<file path="src/rtl/cfg_lock_pkg.sv">
package cfg_lock_pkg;
  localparam int DATA_W    = 32;
  localparam int LANES     = DATA_W / 8;
  localparam int NUM_WORDS = 6;
  localparam int IDX_CTL   = 0;
  localparam int IDX_LOCK  = 1;
  localparam int ST_W      = 4;
  localparam int ST_LSB    = 16;

  // per-word write mask; lock word is handled on its own
  function automatic logic [DATA_W-1:0] word_mask(input int w);
    case (w)
      0:       return 32'h0000_4FFD;
      2, 4:    return 32'hFFFF_FFFF;
      3, 5:    return 32'hF000_0000;
      default: return '0;
    endcase
  endfunction
endpackage

</file>
<file path="src/rtl/cfg_lock_rst_sync.sv">
module cfg_lock_rst_sync #(
  parameter int STAGES = 2
) (
  input  logic clk,
  input  logic arst_n,
  output logic srst_n
);
  logic [STAGES-1:0] sync_q;

  always_ff @(posedge clk or negedge arst_n) begin
    if (!arst_n) sync_q <= '0;
    else         sync_q <= {sync_q[STAGES-2:0], 1'b1};
  end

  assign srst_n = sync_q[STAGES-1];
endmodule

</file>
<file path="src/rtl/cfg_lock_word.sv">
module cfg_lock_word
  import cfg_lock_pkg::*;
#(
  parameter logic [DATA_W-1:0] WMASK = '0
) (
  input  logic              clk,
  input  logic              rst_n,
  input  logic              wr_ok,
  input  logic [LANES-1:0]  be,
  input  logic [DATA_W-1:0] wdata,
  output logic [DATA_W-1:0] q
);
  for (genvar b = 0; b < LANES; b++) begin : g_lane
    localparam logic [7:0] M = WMASK[8*b +: 8];
    logic [7:0] lane_q, lane_nxt;
    logic       lane_en;

    assign lane_en = wr_ok && be[b];

    always_comb begin
      lane_nxt = (wdata[8*b +: 8] & M) | (lane_q & ~M);
    end

    always_ff @(posedge clk or negedge rst_n) begin
      if (!rst_n)       lane_q <= '0;
      else if (lane_en) lane_q <= lane_nxt;
    end

    assign q[8*b +: 8] = lane_q;
  end
endmodule

</file>
<file path="src/rtl/cfg_lock_status.sv">
module cfg_lock_status #(
  parameter int N = 4
) (
  input  logic         clk,
  input  logic         rst_n,
  input  logic [N-1:0] set,
  input  logic [N-1:0] clr,
  output logic [N-1:0] q
);
  logic [N-1:0] st_nxt;
  logic         st_en;

  assign st_en = (|set) || (|clr);

  always_comb begin
    st_nxt = (q & ~clr) | set;
  end

  always_ff @(posedge clk or negedge rst_n) begin
    if (!rst_n)     q <= '0;
    else if (st_en) q <= st_nxt;
  end
endmodule

</file>
<file path="src/rtl/cfg_lock_regs.sv">
module cfg_lock_regs
  import cfg_lock_pkg::*;
#(
  parameter int ADDR_W    = 10,
  parameter int BASE_WORD = 64
) (
  input  logic              clk,
  input  logic              rst_n,
  input  logic              por_n,
  input  logic [ADDR_W-1:0] cfg_addr,
  input  logic              cfg_wr,
  input  logic [LANES-1:0]  cfg_be,
  input  logic [DATA_W-1:0] cfg_wdata,
  output logic [DATA_W-1:0] cfg_rdata,
  input  logic [ST_W-1:0]   status_set,
  output logic [15:0]       ctl_o,
  output logic [ST_W-1:0]   status_o,
  output logic              lock_o,
  output logic [63:0]       range0_base_o,
  output logic [63:0]       range1_base_o
);
  localparam logic [ADDR_W-1:0] BASE_A = ADDR_W'(BASE_WORD);

  logic core_rst_n, por_core_n;
  logic warm_raw_n;
  logic [ADDR_W-1:0] off;
  logic hit;
  logic [NUM_WORDS-1:0] wsel;
  logic [DATA_W-1:0] words [NUM_WORDS];
  logic [DATA_W-1:0] ctl_word;
  logic lock_q, lock_en;
  logic [ST_W-1:0] st_clr;

  assign warm_raw_n = rst_n & por_n;

  cfg_lock_rst_sync #(.STAGES(2)) u_warm_sync (
    .clk(clk), .arst_n(warm_raw_n), .srst_n(core_rst_n));
  cfg_lock_rst_sync #(.STAGES(2)) u_por_sync (
    .clk(clk), .arst_n(por_n), .srst_n(por_core_n));

  // address decode
  assign off = cfg_addr - BASE_A;
  assign hit = (cfg_addr >= BASE_A) && (off < ADDR_W'(NUM_WORDS));

  always_comb begin
    for (int w = 0; w < NUM_WORDS; w++) begin
      wsel[w] = cfg_wr && hit && (off == ADDR_W'(w));
    end
  end

  // write-once lock flag
  assign lock_en = wsel[IDX_LOCK] && cfg_be[0] && cfg_wdata[0] && !lock_q;

  always_ff @(posedge clk or negedge core_rst_n) begin
    if (!core_rst_n)  lock_q <= 1'b0;
    else if (lock_en) lock_q <= 1'b1;
  end

  // sticky status flags, cleared only by power-on reset or W1C
  assign st_clr = (wsel[IDX_CTL] && cfg_be[ST_LSB/8]) ? cfg_wdata[ST_LSB +: ST_W] : '0;

  cfg_lock_status #(.N(ST_W)) u_status (
    .clk(clk), .rst_n(por_core_n), .set(status_set), .clr(st_clr), .q(status_o));

  // lock-protected masked words
  for (genvar w = 0; w < NUM_WORDS; w++) begin : g_word
    if (w == IDX_LOCK) begin : g_lockw
      assign words[w] = {{(DATA_W-1){1'b0}}, lock_q};
    end else begin : g_reg
      logic [DATA_W-1:0] wq;
      cfg_lock_word #(.WMASK(word_mask(w))) u_word (
        .clk(clk), .rst_n(core_rst_n), .wr_ok(wsel[w] && !lock_q),
        .be(cfg_be), .wdata(cfg_wdata), .q(wq));
      if (w == IDX_CTL) begin : g_ctl
        assign ctl_word = wq;
        assign words[w] = wq | (DATA_W'(status_o) << ST_LSB);
      end else begin : g_plain
        assign words[w] = wq;
      end
    end
  end

  // read mux
  always_comb begin
    cfg_rdata = '0;
    for (int w = 0; w < NUM_WORDS; w++) begin
      if (hit && off == ADDR_W'(w)) cfg_rdata = words[w];
    end
  end

  assign ctl_o         = ctl_word[15:0];
  assign lock_o        = lock_q;
  assign range0_base_o = {words[2], words[3]};
  assign range1_base_o = {words[4], words[5]};
endmodule

</file>
<file path="config.mk">
export PLATFORM = sky130hd
export DESIGN_NAME = cfg_lock_regs
export DESIGN_NICKNAME = d
export VERILOG_FILES = /design/src/rtl/cfg_lock_pkg.sv /design/src/rtl/cfg_lock_rst_sync.sv /design/src/rtl/cfg_lock_word.sv /design/src/rtl/cfg_lock_status.sv /design/src/rtl/cfg_lock_regs.sv
export SDC_FILE = /design/constraint.sdc
export NUM_CORES = 1
export LEC_CHECK = 0
export ABC_AREA = 1
export BUFFER_PORTS_ARGS = -buffer_cell sky130_fd_sc_hd__clkbuf_2
export CAP_MARGIN = 20
export CORE_ASPECT_RATIO = 0.6
export CORE_MARGIN = 3
export CORE_UTILIZATION = 49
export CTS_BUF_LIST = sky130_fd_sc_hd__clkbuf_2 sky130_fd_sc_hd__clkbuf_4 sky130_fd_sc_hd__clkbuf_8
export CTS_CLUSTER_SIZE = 14
export DETAILED_ROUTE_END_ITERATION = 8
export PLACE_DENSITY = 0.83
export SYNTH_ARGS = -nofsm -noshare
export SYNTH_HDL_FRONTEND = slang
export SYNTH_SLANG_ARGS = --single-unit
</file>
<file path="constraint.sdc">
create_clock -name clk -period 3.3 [get_ports clk]
set_clock_uncertainty 0.2 [all_clocks]
set_input_delay 0.99 -clock clk [delete_from_list [all_inputs] [get_ports clk]]
set_output_delay 0.99 -clock clk [all_outputs]
set_load 0.005 [all_outputs]
</file>
==> results_dict.tcl <==
set metrics [dict create \
    via_per_inst 5.143 \
    dieArea_sq_um 11720 \
    critPathBufInv 3 \
    p_comb_frac 0.089 \
    synthSimpleGateAreaFrac 0.3685 \
    grt_first_pass_wirelength_mm 25.51 \
    muxShareOfSynthArea 0 \
    tightestPinTransition_ns 0.7121 \
    grt_max_degree 55 \
    yosys.area.top_type "dfrtp_1" \
    vdd_drop_max_v 0.0002298 \
    synth_top_family_by_area "simple AND/OR/NAND/NOR gates" \
    numCtsBuffers 9 \
    finalCriticalPeriod_ns 3.398 \
    dr_total_vias 5272 \
    overflow 0 \
    cts_buffer_depth 2 \
    p_int_mw 1.613 \
    htree_levels 3 \
    synth_area_per_cell_sq_um 7.702 \
    cp-start-kind "primary input" \
    r2r_slack_ns 1.41 \
    synth_top_area_frac 0.4558 \
    hold_viol 0 \
    min_path_type "register to register" \
    ys_seq_area_frac 0.4558 \
    cp_slowest_cell "nor2_1" \
    first_global_vias 4836 \
    maxCapViolations 0 \
    min_path_cells 0 \
    outcome "finished with violations" \
    dr.pass1.iters 5 \
    ys_seq_elements 93 \
    die_h_microns 85.07 \
    p_clk_frac 0.385 \
    cts_tree "built" \
    seq_power_share 0.527 \
    die_x_microns 137.8 \
    slew_headroom 0.5252 \
    max_freq_ghz 0.2943 \
    fillers 795 \
    p_leak_nw 4.235 \
    crit_required_ns 2.11 \
    finalSetupTns_ns -1.557 \
    root_buffer "clkbuf_8" \
    drt_iter0_drc 473 \
    power_density_nw_per_um2 309.2 \
    numPortBuffers 174 \
    fin_crit_sh 1.030 \
    synth_adder_area_share 0 \
    rows 28 \
    clkSlewWorstSetupHoldPaths_ns 0.09 \
    antenna_found_initial 0 \
    clk_latency_ns 0.37 \
    final_common_cell "nand2_1" \
    crit_fanout 4 \
    crit_path_max_incr_delay_ns 0.19 \
    timing.critical_path.to_type "output port" \
    worstHoldStart "u_por_sync.sync_q[0]" \
    reg2reg_depth 6 \
    num_antenna_cells 0 \
    synth_xor_area_frac 0 \
    start_util 0.5096 \
    area_delta_synth_final_pct 38.84 \
    ys_warn_count 0 \
    fin_util 0.7075 \
    r2r-end "g_word[0].g_reg.u_word.g_lane[0].lane_q[3]" \
    setup_viol 32 \
    switching_share 0.2639 \
    grtUsageTotal 0.2825 \
    crit_chain "clkbuf_16 -> nor2_4 -> nand2_4 -> nand3_4 -> buf_4 -> nor3_4 -> nor2_1 -> nand3_2 -> nand2_2 -> clkbuf_2" \
    hold_end "u_por_sync.sync_q[1]" \
    gp_congestion 0.8861 \
    rsz0062_at_grt "true" \
    io_pins 235 \
    mostFrequentLayoutCells "216 x nand2_1, 155 x clkbuf_2, 92 x dfrtp_1" \
    drc_errors 0 \
    cts_sinks 93 \
    crit-reg2reg-launch "lock_o" \
    wl_mm 17.31 \
    hpwlAfterDp_mm 12.07 \
    slew_viol_final 0 \
    postRouteAntennaNets 0 \
    synthTopCellsByArea "dfrtp_1 46%, nand2_1 19%, nand3_1 11%" \
    fin_nets 939 \
    wire_per_inst_microns 16.88 \
    crit_family "simple AND/OR/NAND/NOR gates" \
    arrival_ns 2.21 \
    synth_cells 663 \
    synth_cell_types 25 \
    synthesis.area_sq_um 5106 \
    core_area_sq_um 10020 \
    timing.final.ws_setup_ns -0.09807 \
    synth-compound-area-share 0.02646 \
    switching_power_mw 0.5785 \
    violations "setup timing" \
    layout-drive-gt1-share 0.4045 \
    criticalPathCategory "primary input to output port" \
]
stage by stage:
stage	setup WS [ns]	instance area [sq um]	cells	power (mW)	hold WS [ns]
after floorplan	0.1002	5331	723	1.284	-0.1597
after global placement	-0.1339	6130	991	1.315	-0.1364
after detailed placement	-0.1707	6130	991	1.317	-0.1352
after CTS	-0.04809	6799	1021	2.180	0.1716
after global routing	-0.1722	7089	1025	2.259	0.1693
final	-0.09807	7089	1025	2.192	0.1673
cells in the mapped netlist, drive strengths merged:
cell and count:
nand3b 1, nand3 115, nand4 13, conb 2
nand2 262, dfrtp 93, o21ai 13, clkbuf 9
a22o 8, buf 75, nor2 26, inv 43
nor3 3
state kept, by name (all words and copies together), names as in the netlist:
signal and count:
u_status.q 4, u_por_sync.sync_q 2, lock_o 1, g_word.g_reg.u_word.g_lane.lane_q 84, u_warm_sync.sync_q 2
how the worst max path moves through the flow:
stage	end	cells after the start	from	slack, ns
final	cfg_rdata[10]	10	cfg_addr[7]	-0.1
after global routing	cfg_rdata[10]	10	cfg_addr[7]	-0.17
after CTS	cfg_rdata[29]	11	cfg_addr[6]	-0.05
after detailed placement	cfg_rdata[30]	11	cfg_addr[7]	-0.17
after global placement	cfg_rdata[27]	10	cfg_addr[7]	-0.13
after floorplan	cfg_rdata[11]	9	cfg_addr[7]	0.10
metal layers:
metal,vias up,track usage,routed length (microns)
met5,-,0,0
met2,301,0.4341,8059
met1,2498,0.4023,7376
li1,2445,-,-
met3,28,0.07464,1602
met4,0,0.06906,268
kinds of logic after synthesis:
| group | after synthesis |
|---|---|
| other cells | 2 |
| compound gates | 21 |
| buf+inv | 127 |
| flops | 93 |
| simple gates | 420 |
power groups by stage:
stage	Sequential (mW)	Combinational (mW)	Clock, mW
4_1_cts	1.16	0.174	0.852
5_1_grt	1.16	0.211	0.891
3_5_place_dp	1.18	0.138	0
6_report	1.15	0.194	0.843
2_1_floorplan	1.18	0.104	0
3_3_place_gp	1.18	0.136	0
area by class of cell:
class | instances | area, sq um | share of cell area
sequential | 93 | 2331 | 0.3288
clock buffer | 11 | 151.4 | 0.02136
multi-input combinational | 503 | 2663 | 0.3756
tap | 135 | 168.9 | 0.02383
clock inverter | 5 | 66.31 | 0.009354
inverter | 43 | 186.4 | 0.02630
timing repair buffer | 235 | 1523 | 0.2148
timing repair:
item                       CTS  global route
hold endpoints to repair     4             0
resized for setup           93            76
pin swaps                   20            23
gates cloned                 1             1
buffers inserted            12             4
setup endpoints to repair   32            32
hold buffers                 1             0
Power figures use the tool's default switching activity.
